## config.mk

```make
export PLATFORM = sky130hd
export DESIGN_NAME = cf_watchdog
export DESIGN_NICKNAME = d
export VERILOG_FILES = /design/src/rtl/cfw_pkg.sv /design/src/rtl/cfw_accum.sv /design/src/rtl/cfw_repeat.sv /design/src/rtl/cfw_rb_out.sv /design/src/rtl/cf_watchdog.sv
export SDC_FILE = /design/constraint.sdc
export NUM_CORES = 1
export LEC_CHECK = 0
export CORE_MARGIN = 8
export CORE_UTILIZATION = 39
export DETAILED_ROUTE_END_ITERATION = 7
export REMOVE_ABC_BUFFERS = 1
export SLEW_MARGIN = 20
export SYNTH_ARGS = -nofsm -noshare
export SYNTH_HDL_FRONTEND = slang
export SYNTH_SLANG_ARGS = --single-unit
```

## constraint.sdc

```tcl
create_clock -name clk -period 5.5 [get_ports clk]
set_input_delay 1.375 -clock clk [delete_from_list [all_inputs] [get_ports clk]]
set_output_delay 1.375 -clock clk [all_outputs]
set_load 0.01 [all_outputs]
```

## src/rtl/cfw_pkg.sv

```systemverilog
package cfw_pkg;

    localparam int RB_W = 3;

    typedef enum logic [1:0] {
        WK_INSN   = 2'd0,
        WK_HDR    = 2'd1,
        WK_SIG    = 2'd2,
        WK_BRANCH = 2'd3
    } word_kind_e;

    typedef enum logic [1:0] {
        EC_NONE     = 2'd0,
        EC_HEADER   = 2'd1,
        EC_COMPUTED = 2'd2,
        EC_ORDER    = 2'd3
    } err_class_e;

    typedef enum logic [2:0] {
        CS_IDLE,
        CS_BEGIN,
        CS_BODY,
        CS_RESIG1,
        CS_SIG2,
        CS_BRANCH
    } chk_state_e;

    localparam logic [RB_W-1:0] DEPTH_HEADER = 3'd1;
    localparam logic [RB_W-1:0] DEPTH_BRANCH = 3'd2;
    localparam logic [RB_W-1:0] DEPTH_SIGS   = 3'd3;

    // rollback depth chosen from the repeat count and two thresholds
    function automatic logic [RB_W-1:0] repeat_depth(input int cnt, input int lo, input int hi);
        if (cnt >= hi)      return DEPTH_SIGS;
        else if (cnt >= lo) return DEPTH_BRANCH;
        else                return DEPTH_HEADER;
    endfunction

endpackage

```

## src/rtl/cfw_accum.sv

```systemverilog
module cfw_accum
    import cfw_pkg::*;
#(
    parameter int DATA_W = 16
) (
    input  logic              clk,
    input  logic              rst,
    input  logic              start,
    input  logic              add,
    input  logic [DATA_W-1:0] word,
    output logic [DATA_W-1:0] acc,
    output logic [RB_W-1:0]   size
);
    localparam logic [RB_W-1:0] SIZE_MAX = '1;

    always_ff @(posedge clk) begin
        if (rst) begin
            acc  <= '0;
            size <= 3'd1;
        end else if (start) begin
            acc  <= '0;
            size <= 3'd1;
        end else if (add) begin
            acc  <= acc ^ word;
            if (size != SIZE_MAX) size <= size + 3'd1;
        end
    end

    // block size never wraps to zero
    assert_size_nonzero_R5: assert property (@(posedge clk) disable iff (rst) size != '0);
    assert_size_sat_R5: assert property (@(posedge clk) disable iff (rst)
        (add && !start && size == SIZE_MAX) |=> size == SIZE_MAX);

endmodule

```

## src/rtl/cfw_repeat.sv

```systemverilog
module cfw_repeat
    import cfw_pkg::*;
#(
    parameter int T1    = 2,
    parameter int T2    = 4,
    parameter int CNT_W = 3
) (
    input  logic            clk,
    input  logic            rst,
    input  logic            inc,
    input  logic            clr,
    output logic [RB_W-1:0] depth
);
    localparam logic [CNT_W-1:0] CNT_MAX = '1;

    generate
        if (T1 < 1 || T2 <= T1 || T2 > int'(CNT_MAX)) begin : g_bad_thresholds
            $error("cfw_repeat: thresholds must satisfy 1 <= T1 < T2 <= counter maximum");
        end
    endgenerate

    logic [CNT_W-1:0] cnt;

    always_ff @(posedge clk) begin
        if (rst || clr)            cnt <= '0;
        else if (inc && cnt != CNT_MAX) cnt <= cnt + 1'b1;
    end

    always_comb depth = repeat_depth(int'(cnt), T1, T2);

    // counter saturates rather than wrapping
    assert_cnt_sat_R6: assert property (@(posedge clk) disable iff (rst)
        (inc && !clr && cnt == CNT_MAX) |=> cnt == CNT_MAX);
    assert_cnt_mono_R6: assert property (@(posedge clk) disable iff (rst)
        (!clr) |=> cnt >= $past(cnt));

endmodule

```

## src/rtl/cfw_rb_out.sv

```systemverilog
module cfw_rb_out
    import cfw_pkg::*;
(
    input  logic            clk,
    input  logic            rst,
    input  logic            ecc_req,
    input  err_class_e      wd_err,
    input  logic [RB_W-1:0] wd_depth,
    output err_class_e      err_q,
    output logic            rb_valid,
    output logic [RB_W-1:0] rb_depth,
    output logic            rb_from_ecc
);
    always_ff @(posedge clk) begin
        if (rst) begin
            err_q       <= EC_NONE;
            rb_valid    <= 1'b0;
            rb_depth    <= '0;
            rb_from_ecc <= 1'b0;
        end else if (ecc_req) begin
            err_q       <= EC_NONE;
            rb_valid    <= 1'b1;
            rb_depth    <= DEPTH_HEADER;
            rb_from_ecc <= 1'b1;
        end else if (wd_err != EC_NONE) begin
            err_q       <= wd_err;
            rb_valid    <= 1'b1;
            rb_depth    <= wd_depth;
            rb_from_ecc <= 1'b0;
        end else begin
            err_q       <= EC_NONE;
            rb_valid    <= 1'b0;
            rb_depth    <= '0;
            rb_from_ecc <= 1'b0;
        end
    end

    // the ECC request wins over any watchdog error in the same cycle
    assert_ecc_wins_R8: assert property (@(posedge clk) disable iff (rst)
        ecc_req |=> (rb_valid && rb_from_ecc && rb_depth == DEPTH_HEADER && err_q == EC_NONE));

endmodule

```

## src/rtl/cf_watchdog.sv

```systemverilog
module cf_watchdog
    import cfw_pkg::*;
#(
    parameter int DATA_W = 16,
    parameter int T1     = 2,
    parameter int T2     = 4,
    parameter int CNT_W  = 3
) (
    input  logic              clk,
    input  logic              rst,
    input  logic              fetch_valid,
    input  logic [1:0]        fetch_kind,
    input  logic [DATA_W-1:0] fetch_word,
    input  logic              branch_taken,
    input  logic              ecc_req,
    output logic [1:0]        err_class,
    output logic              rb_valid,
    output logic [2:0]        rb_depth,
    output logic              rb_from_ecc
);
    chk_state_e        state, nxt;
    word_kind_e        kind;
    logic              take;
    logic [DATA_W-1:0] hdr_sig, sig1, sig2, exp_sig, acc;
    logic [RB_W-1:0]   blk_size, rep_depth, wd_depth;
    err_class_e        wd_err, err_q;
    logic              acc_start, acc_add, rep_inc, rep_clr;
    logic              ld_hdr, ld_s1, ld_s2, ld_exp;

    assign kind = word_kind_e'(fetch_kind);
    assign take = fetch_valid && !ecc_req;

    cfw_accum #(.DATA_W(DATA_W)) u_accum (
        .clk(clk), .rst(rst), .start(acc_start), .add(acc_add),
        .word(fetch_word), .acc(acc), .size(blk_size)
    );

    cfw_repeat #(.T1(T1), .T2(T2), .CNT_W(CNT_W)) u_repeat (
        .clk(clk), .rst(rst), .inc(rep_inc), .clr(rep_clr), .depth(rep_depth)
    );

    cfw_rb_out u_out (
        .clk(clk), .rst(rst), .ecc_req(ecc_req), .wd_err(wd_err), .wd_depth(wd_depth),
        .err_q(err_q), .rb_valid(rb_valid), .rb_depth(rb_depth), .rb_from_ecc(rb_from_ecc)
    );

    assign err_class = err_q;

    always_comb begin
        nxt       = state;
        wd_err    = EC_NONE;
        wd_depth  = '0;
        acc_start = 1'b0;
        acc_add   = 1'b0;
        rep_inc   = 1'b0;
        rep_clr   = 1'b0;
        ld_hdr    = 1'b0;
        ld_s1     = 1'b0;
        ld_s2     = 1'b0;
        ld_exp    = 1'b0;
        if (take) begin
            case (state)
                CS_IDLE: begin
                    if (kind == WK_HDR) begin
                        acc_start = 1'b1;
                        ld_hdr    = 1'b1;
                        nxt       = CS_BODY;
                    end
                end
                CS_BEGIN: begin
                    if (kind != WK_HDR) begin
                        wd_err   = EC_ORDER;
                        wd_depth = DEPTH_HEADER;
                    end else if (fetch_word == exp_sig) begin
                        acc_start = 1'b1;
                        ld_hdr    = 1'b1;
                        nxt       = CS_BODY;
                    end else begin
                        wd_err   = EC_HEADER;
                        wd_depth = rep_depth;
                        rep_inc  = 1'b1;
                        if (rep_depth == DEPTH_BRANCH)    nxt = CS_BRANCH;
                        else if (rep_depth == DEPTH_SIGS) nxt = CS_RESIG1;
                        else                              nxt = CS_BEGIN;
                    end
                end
                CS_BODY: begin
                    if (kind == WK_INSN) begin
                        acc_add = 1'b1;
                    end else if (kind == WK_SIG) begin
                        if (acc == hdr_sig) begin
                            ld_s1   = 1'b1;
                            rep_clr = 1'b1;
                            nxt     = CS_SIG2;
                        end else begin
                            wd_err   = EC_COMPUTED;
                            wd_depth = blk_size;
                            nxt      = CS_BEGIN;
                        end
                    end else begin
                        wd_err   = EC_ORDER;
                        wd_depth = DEPTH_HEADER;
                    end
                end
                CS_RESIG1: begin
                    if (kind == WK_SIG) begin
                        ld_s1 = 1'b1;
                        nxt   = CS_SIG2;
                    end else begin
                        wd_err   = EC_ORDER;
                        wd_depth = DEPTH_HEADER;
                    end
                end
                CS_SIG2: begin
                    if (kind == WK_SIG) begin
                        ld_s2 = 1'b1;
                        nxt   = CS_BRANCH;
                    end else begin
                        wd_err   = EC_ORDER;
                        wd_depth = DEPTH_HEADER;
                    end
                end
                CS_BRANCH: begin
                    if (kind == WK_BRANCH) begin
                        ld_exp = 1'b1;
                        nxt    = CS_BEGIN;
                    end else begin
                        wd_err   = EC_ORDER;
                        wd_depth = DEPTH_HEADER;
                    end
                end
                default: nxt = CS_IDLE;
            endcase
        end
    end

    always_ff @(posedge clk) begin
        if (rst) begin
            state   <= CS_IDLE;
            hdr_sig <= '0;
            sig1    <= '0;
            sig2    <= '0;
            exp_sig <= '0;
        end else begin
            state <= nxt;
            if (ld_hdr) hdr_sig <= fetch_word;
            if (ld_s1)  sig1    <= fetch_word;
            if (ld_s2)  sig2    <= fetch_word;
            if (ld_exp) exp_sig <= branch_taken ? sig2 : sig1;
        end
    end

    // a header error never asks for more than three instructions
    assert_hdr_depth_R4: assert property (@(posedge clk) disable iff (rst)
        (err_class == EC_HEADER) |-> (rb_depth >= 3'd1 && rb_depth <= 3'd3));
    // every watchdog error carries a watchdog rollback request
    assert_err_has_rb_R10: assert property (@(posedge clk) disable iff (rst)
        (err_class != EC_NONE) |-> (rb_valid && !rb_from_ecc));
    // an idle cycle yields no request one cycle later
    assert_idle_quiet_R9: assert property (@(posedge clk) disable iff (rst)
        (!fetch_valid && !ecc_req) |=> !rb_valid);
    // nothing is flagged while waiting for the very first header
    assert_first_hdr_R1: assert property (@(posedge clk) disable iff (rst)
        (state == CS_IDLE && !ecc_req) |=> !rb_valid);

endmodule

```

==> results.txt, run 1 <==
The run finished with clean final reports. The post-route clock skew came out at 0.0110 ns. The average size of a mapped cell is 9.15 um2.

The site row count came out at 38. The post-detailed-route DRC marker count is 0. The sum of net half-perimeters after detailed placement came out at 6370 um. The critical path ends at u_accum.acc[6]. The pre-CTS setup slack came out at about 1.3 ns. The number of standard cells after synthesis came out at 467.

The distinct cell type count after synthesis came out at 42. The count of flip-flops with a built-in enable after synthesis came out at 0. The final worst-path cycle share is 0.716. Measured along the x axis, the die boundary spans 121 um. The final non-filler cell area came out at 4860 um2. The count of state elements after synthesis came out at 96. The via density per instance came out at roughly 5.1.

The worst slew margin relative to its limit came out at 0.269. In this run the cell area measured after placement is roughly 4600 um2. The final RePlAce weighted congestion came out at 0.818. The number of global-route vias before repair came to 3245.

The area growth from synthesis to final layout came out at 13.8%. Summing over every cut layer, the via total after detailed routing is around 3200. The depth of the most critical reg-to-reg path is 6. The count of buffers from port buffering came out at 29.

The clock transition at the register clock pins on the worst setup and hold paths after CTS came out at 0.09 ns. The H-tree depth came out at 3. The number of gates resized after CTS came out at 0. The worst setup path startpoint is fetch_word[2]. The number of setup violations in the final report came out at 0.

After detailed routing, the total wire length is 9500 um. The die area came out at ~15000 um2. The sequential-to-total area share from yosys stat is 0.450.

In this run the worst path has a maximum fanout of 19. The time the worst path needs with I/O delays and setup is 3.94 ns. The clock buffer count from CTS came out at 9.

The smallest setup slack after layout came out at about 1.6 ns. Post-CTS timing repair inserted 0 buffers for setup. The share of async-settable or async-resettable flops after synthesis is 0.

The Yosys step of the flow raised 0 warnings. After the first detailed-routing iteration, the DRC count stood at about 150. The number of buffers between clock root and the deepest sink came out at 2. The pin count of the biggest net entering global routing came out at 38. The die span in y came out at 121 um.

The met2 track demand over resource came out at 0.226. For the final routed database, the setup TNS stands at 0 ns. The endpoint of the worst register-to-register path is u_accum.acc[6]. After synthesis the cells add up to roughly 4300 um2.

The met3 routing resource usage after global routing came out at 0.0336. The detailed-router iteration count before antenna repair came out at 4. The worst setup path is of the input port to flip-flop kind. After floorplanning, the core was sized to cover 10700 um2.

The number of antenna violations at the first check in global routing is 0. The startpoint class of the critical path is an input port. The worst supply voltage drop on vdd came out at 0.142 mV.

The worst register-to-register path begins at exp_sig[15]. The tightest min-delay check is of the flip-flop to flip-flop type. CTS saw 96 sinks. The number of pins exceeding their max-slew limit in the final report is 0. The final global-route overflow total came out at 0. The worst path required time is 5.74 ns. The tree is rooted in a sky130_fd_sc_hd__clkbuf_8. In the final routed layout, each cell accounts on average for 15.0 um. The count of final hold-check violations is 0. TritonCTS built the clock tree. For this run, the leading register cell type out of synthesis is sky130_fd_sc_hd__dfxtp_1. After global routing, the most crowded layer is met2. The first-pass GRT wire length came out at roughly 16000 um.

The maximum clock rate is between 0.2 and 0.3 GHz. The worst setup path is captured at a flip-flop. The I/O pin total is 30. Of the cells placed in the final design, the portion with a size suffix greater than 1 is 0.0650. The worst register-to-register path has a setup slack of 2.78 ns. For this design the ratio of total power to cell area is 267 nW/um2. The data arrival time of the critical path came out at 4.18 ns. Setup repair after global routing left no endpoint under its margin. The slew of the pin with the lowest slew margin is ~1.1 ns. The repair_antennas step left the layout with diodes totalling 0.

Once detail routing completed, the nets flagged for antenna violations numbered 0. For this design the static power due to leakage is 0.00183 uW. The source-to-sink clock delay at the later pin of the worst-skew pair is 0.37 ns. Across the run, the number of max-cap violations was 0.

The number of nets in the final layout is 515. The total chip power is 1300 uW. The initial cell density of the core is 0.398. The met1 track demand over resource in global routing is 0.167. Fill cells in the final layout number 1063. The number of hold buffers added after CTS came out at 0. For this run, the total global-route usage over all layers was measured as 0.136.
[stage by stage]
stage / cells / util / hold slack (ns)
global placement: 616 / 0.432 / 0.441
detailed placement: 616 / 0.432 / 0.446
CTS: 632 / 0.453 / 0.458
floorplan: 440 / - / 0.430
global route: 632 / 0.453 / 0.478
finish: 632 / 0.453 / 0.457
[layer usage]
metal	vias up	wire (um)
li1	1607	-
met1	1521	4540
met2	57	4480
met3	10	343
met4	0	138
met5	-	0
[flip-flops by register name (all words and copies together), names as in the netlist]
register           cells
exp_sig               16
hdr_sig               16
sig1                  16
sig2                  16
u_accum.acc           16
state                  3
u_accum.size           3
u_out.rb_depth         3
u_repeat.cnt           3
u_out.err_q            2
u_out.rb_from_ecc      1
u_out.rb_valid         1
[how the worst min path moves through the flow]
stage / cells past startpoint / endpoint / slack, ns / startpoint
2_1_floorplan: 2 / sig2[0] / 0.43 / sig2[0]
3_3_place_gp: 2 / sig2[0] / 0.44 / sig2[0]
3_5_place_dp: 2 / sig2[0] / 0.45 / sig2[0]
4_1_cts: 2 / sig2[0] / 0.46 / sig2[0]
5_1_grt: 2 / sig2[0] / 0.48 / sig2[0]
6_report: 2 / sig2[10] / 0.46 / sig2[10]
[synthesized netlist by cell type (2+ instances only)]
cell type	n	area share
sky130_fd_sc_hd__nor3_1	5	0.0059
sky130_fd_sc_hd__a211oi_1	16	0.028
sky130_fd_sc_hd__xnor2_1	18	0.037
sky130_fd_sc_hd__o21ai_0	4	0.0047
sky130_fd_sc_hd__o21a_1	2	0.0035
sky130_fd_sc_hd__xor2_1	32	0.066
sky130_fd_sc_hd__a32oi_1	3	0.0061
sky130_fd_sc_hd__nand3b_1	2	0.0035
sky130_fd_sc_hd__nor2_1	81	0.071
sky130_fd_sc_hd__a21oi_1	20	0.023
sky130_fd_sc_hd__a22oi_1	2	0.0035
sky130_fd_sc_hd__nand4_1	5	0.0073
sky130_fd_sc_hd__ha_1	5	0.015
sky130_fd_sc_hd__inv_1	5	0.0044
sky130_fd_sc_hd__a21o_1	4	0.0070
sky130_fd_sc_hd__mux2i_1	51	0.12
sky130_fd_sc_hd__clkbuf_1	18	0.016
sky130_fd_sc_hd__nand2_1	54	0.047
sky130_fd_sc_hd__dfxtp_1	96	0.45
sky130_fd_sc_hd__nand3_1	2	0.0023
sky130_fd_sc_hd__nand2b_1	9	0.013
sky130_fd_sc_hd__buf_6	4	0.011
sky130_fd_sc_hd__buf_2	3	0.0035
sky130_fd_sc_hd__or2_2	2	0.0029
sky130_fd_sc_hd__nor2b_1	3	0.0044
sky130_fd_sc_hd__nor4_1	5	0.0073
[worst max-delay path, cell delays in order]
cell and delay [ns]:
sky130_fd_sc_hd__clkdlybuf4s50_1 0.50, sky130_fd_sc_hd__xor2_1 0.21, sky130_fd_sc_hd__nor4_1 0.52, sky130_fd_sc_hd__a41oi_2 0.38
sky130_fd_sc_hd__nand2b_1 0.57, sky130_fd_sc_hd__nand2b_2 0.50, sky130_fd_sc_hd__nor2_1 0.10
[where the power goes]
group          internal (uW)  switching, uW
combinational           37.2           50.0
sequential               699           3.76
clock                    262            247
total                    998            300
[kinds of logic (layout without fill, tap and decap cells)]
logic type | count (synthesis) | after routing | synth area share
buffers and inverters | 32 | 57 | 0.0407
AND/OR/NAND/NOR | 175 | 175 | 0.181
adder cells (fa/ha/maj) | 5 | 5 | 0.0146
XOR/XNOR | 50 | 50 | 0.102
AO/OA/AOI/OAI | 58 | 58 | 0.0916
multiplexers | 51 | 51 | 0.119
flip-flops | 96 | 96 | 0.450
[placed cells by master (no fill, tap or decap), types with 2 or more instances in the layout]
cell	n
sky130_fd_sc_hd__a211oi_1	16
sky130_fd_sc_hd__buf_4	7
sky130_fd_sc_hd__inv_1	5
sky130_fd_sc_hd__nor2_1	81
sky130_fd_sc_hd__nand2b_1	9
sky130_fd_sc_hd__ha_1	5
sky130_fd_sc_hd__nor4_1	5
sky130_fd_sc_hd__nor3_2	2
sky130_fd_sc_hd__a21oi_1	20
sky130_fd_sc_hd__nor2b_1	3
sky130_fd_sc_hd__a21o_1	4
sky130_fd_sc_hd__clkdlybuf4s50_1	28
sky130_fd_sc_hd__dfxtp_1	96
sky130_fd_sc_hd__xnor2_1	18
sky130_fd_sc_hd__nand3b_1	2
sky130_fd_sc_hd__o21ai_0	4
sky130_fd_sc_hd__mux2i_1	51
sky130_fd_sc_hd__nand4_1	5
sky130_fd_sc_hd__xor2_1	32
sky130_fd_sc_hd__clkinv_4	2
sky130_fd_sc_hd__a22oi_1	2
sky130_fd_sc_hd__nand2_1	54
sky130_fd_sc_hd__o21a_1	2
sky130_fd_sc_hd__or2_2	2
sky130_fd_sc_hd__clkbuf_8	13
sky130_fd_sc_hd__nand3_1	2
sky130_fd_sc_hd__a32oi_1	3
sky130_fd_sc_hd__nor3_1	4
[area by class of cell]
type	instances	area, um2	share of cell area
Multi-Input combinational cell	339	2180	0.449
Sequential cell	96	1920	0.395
Timing Repair Buffer	36	338	0.0695
Clock buffer	13	179	0.0368
Tap cell	140	175	0.0360
Clock inverter	3	47.5	0.00978
Inverter	5	18.8	0.00386
No activity file was read; power rests on OpenSTA's default activity.
==> run 2, diff against run 1 <==
- clock period: 5.5 -> 3.96 ns (I/O delays scaled with it)
==> results.txt, run 2 (synthesis results as in run 1) <==
The cell-internal power was 1310 uW (+32%). The switching power was 419 uW (+40%). The CTS tree is built.

The length of routed met2 wiring is 4490 um (about the same). The clock buffer count from CTS is 9 (unchanged). The number of setup violations in the final report came out at 0 (unchanged). The share of post-route cells with drive strength above 1 came to 0.0707 (+0.00567).

The slack of the worst reg-to-reg path is 1.64 ns (-1.14 ns). The wire length on met1 is 4500 um (-0.73%). The worst path required time is 4.19 ns (-1.55 ns). The tree is rooted in a sky130_fd_sc_hd__clkbuf_8. The worst setup path is of the input port to flip-flop kind.

Signal routing reaches up to met4. The smallest setup slack after layout came to 0.759 ns (-0.802 ns). The source-to-sink clock delay at the later pin of the worst-skew pair came to 0.36 ns (about the same). The worst setup path is captured at a flip-flop. The hold path endpoint is sig2[15]. The count of final hold-check violations was 0 (unchanged).

The worst supply voltage drop on vdd is 0.150 mV (+5.5%). The data arrival time of the critical path is 3.43 ns (-0.75 ns). The number of gates resized after CTS was 0 (unchanged). The placeable core region came to 10700 um2 (unchanged). The depth of the most critical reg-to-reg path is 6 (unchanged). The total power divided by cell area is 357 nW/um2 (+34%). The combined area of the multi-input logic cells was 2180 um2 (unchanged). The number of buffers between clock root and the deepest sink came to 2 (unchanged). The cell depth of the worst hold path is 2 (unchanged). The sum of met3 wire segment lengths after detailed routing is 249 um (-27%). The final global-route overflow total came out at 0 (unchanged). The H-tree depth was 3 (unchanged).

The number of hold buffers added after CTS came out at 0 (unchanged). The post-CTS setup buffer count came out at 0 (unchanged). The slowest cell on the critical path is sky130_fd_sc_hd__nor4_1. The number of global-route vias before repair came out at 3099 (-4.5%). Setup repair after global routing left no endpoint under its margin. The leakage power came to 0.00183 uW (about the same). The detailed-route wire length was 9440 um (-0.61%). The via count came to 3186 (-0.28%). The first-pass GRT wire length came to 15400 um (-3.0%). The type of the tightest min-delay check is flip-flop to flip-flop. The post-detailed-route DRC marker count came to 0 (unchanged). The number of pins exceeding their max-slew limit in the final report came to 0 (unchanged). The endpoint of the worst register-to-register path is u_out.rb_depth[0]. The count of buffering cells on the critical path with inverters included is 2 (+1). The via density per instance was 5.02 (-0.75%). The maximum fanout along the worst path came out at 9 (-10). The pin count of the biggest net entering global routing came out at 53 (+39%).

The site row count is 38 (unchanged). The global-route total usage across every layer is 0.133 (-0.00248). The worst register-to-register path begins at u_accum.acc[6]. The antenna diode count came out at 0 (unchanged). The initial cell density of the core came out at 0.398 (unchanged). The clock network power share came out at 0.368 (-0.024).

The area taken by flip-flops and latches came out at 1920 um2 (unchanged). The startpoint class of the critical path is an input port. The die span in x came out at 121 um (unchanged). The origin of the worst min-delay path is sig2[15].

The final-layout fill cell count came out at 1099 (+3.4%). The post-route clock skew came out at 0.00855 ns (-0.00240 ns). The die area is 14600 um2 (unchanged). The detailed-router iteration count before antenna repair is 4 (unchanged). The net switching fraction of the power is 0.242 (+0.0105). The final-layout setup total negative slack came out at 0 ns (unchanged). The worst slew margin relative to its limit is 0.388 (+0.118).

The wire length per cell after detailed routing came out at 14.9 um (-1.1%). The time the worst path needs with I/O delays and setup came out at 3.20 ns. The fraction of power consumed by sequential logic is 0.563 (+0.022).

The area growth from synthesis to final layout is 13.6%. The I/O pin total came out at 30 (unchanged). In the finished design, the share of the clock period the worst path needs comes to 0.808. The run finished with clean final reports. The signal on the critical path passes through clkdlybuf4s50_1, xor2_1, nor4_1, a41oi_2, nand2b_1, buf_4, mux2i_1, nor2_1. The sum of net half-perimeters after detailed placement was 6450 um (+1.3%). The largest stage delay on the critical path is 0.56 ns (about the same). The slew of the pin with the lowest slew margin came to 0.910 ns (-0.182 ns). The combinational group share of total power came to 0.068 (about the same). The number of sinks on the clock net came out at 96 (unchanged). The clock transition at the register clock pins on the worst setup and hold paths after CTS came to 0.09 ns (about the same). The number of antenna violations at the first check in global routing is 0 (unchanged). The reported max-cap violation count came out at 0 (unchanged). Derived from the worst setup path, the maximum achievable clock frequency is 0.312 GHz.

The number of nets in the final layout is 518 (+0.58%). The final RePlAce weighted congestion came to 0.765 (-6.5%). The most common cell after layout, fill and taps aside is sky130_fd_sc_hd__dfxtp_1.

The count of buffers from port buffering is 29 (unchanged). The top cell types in the final layout, fill and taps aside, are sky130_fd_sc_hd__dfxtp_1 (96), sky130_fd_sc_hd__nor2_1 (81), sky130_fd_sc_hd__nand2_1 (54). The count of routing violations after the opening detailed-route iteration came to 162 (+12%). In this design, the largest share of critical-path delay is due to simple AND/OR/NAND/NOR gates. The pre-CTS setup slack came out at 0.423 ns (-0.850 ns).

The post-detailed-route count of antenna-violating nets came to 0 (unchanged). The die span in y came out at 121 um (unchanged).
[run 2: power by group through the flow]
stage	Sequential (uW)	Combinational, uW	Clock [uW]
final	976	119	638
after floorplan	998	46.9	0
after detailed placement	999	119	0
after CTS	976	119	657
after global routing	978	129	702
after global placement	999	119	0
[run 2: through the flow]
stage	instance area, um2	total power [uW]	utilization	hold WS [ns]	std cells
after floorplan	4120	1050	-	0.430	440
after global placement	4660	1120	0.434	0.441	619
after global routing	4850	1810	0.452	0.477	635
final	4850	1730	0.452	0.457	635
after detailed placement	4660	1120	0.434	0.449	619
after CTS	4850	1750	0.452	0.462	635
[run 2: worst max path at each step]
stage                      end            from  depth (start not counted)  slack [ns]
4_1_cts        u_accum.acc[14]  fetch_word[14]                          7        0.82
3_5_place_dp    u_accum.acc[2]  fetch_word[14]                          7        0.42
2_1_floorplan       exp_sig[0]         ecc_req                          4        0.62
6_report            hdr_sig[5]  fetch_word[14]                          8        0.76
5_1_grt             hdr_sig[5]  fetch_word[14]                          8        0.63
3_3_place_gp    u_accum.acc[2]  fetch_word[14]                          7        0.49
[run 2: area by class of cell]
| type | instances | area share |
|---|---|---|
| clock inverter | 7 | 0.0144 |
| inverter | 5 | 0.00387 |
| multi-input combinational | 339 | 0.450 |
| tap | 140 | 0.0361 |
| clock buffer | 9 | 0.0255 |
| timing repair buffer | 39 | 0.0742 |
| sequential | 96 | 0.396 |
[run 2: layer usage]
metal,vias up,global-route usage
met2,48,0.213
li1,1615,-
met5,-,0
met4,0,0.0664
met1,1508,0.170
met3,15,0.0238
[run 2: tightest hold or removal path, delay by kind of cell, from the launching register on]
kind	cells	cell delay [ns]
AND/OR/NAND/NOR	1	0.05
flip-flops	1	0.32
AO/OA/AOI/OAI	1	0.05
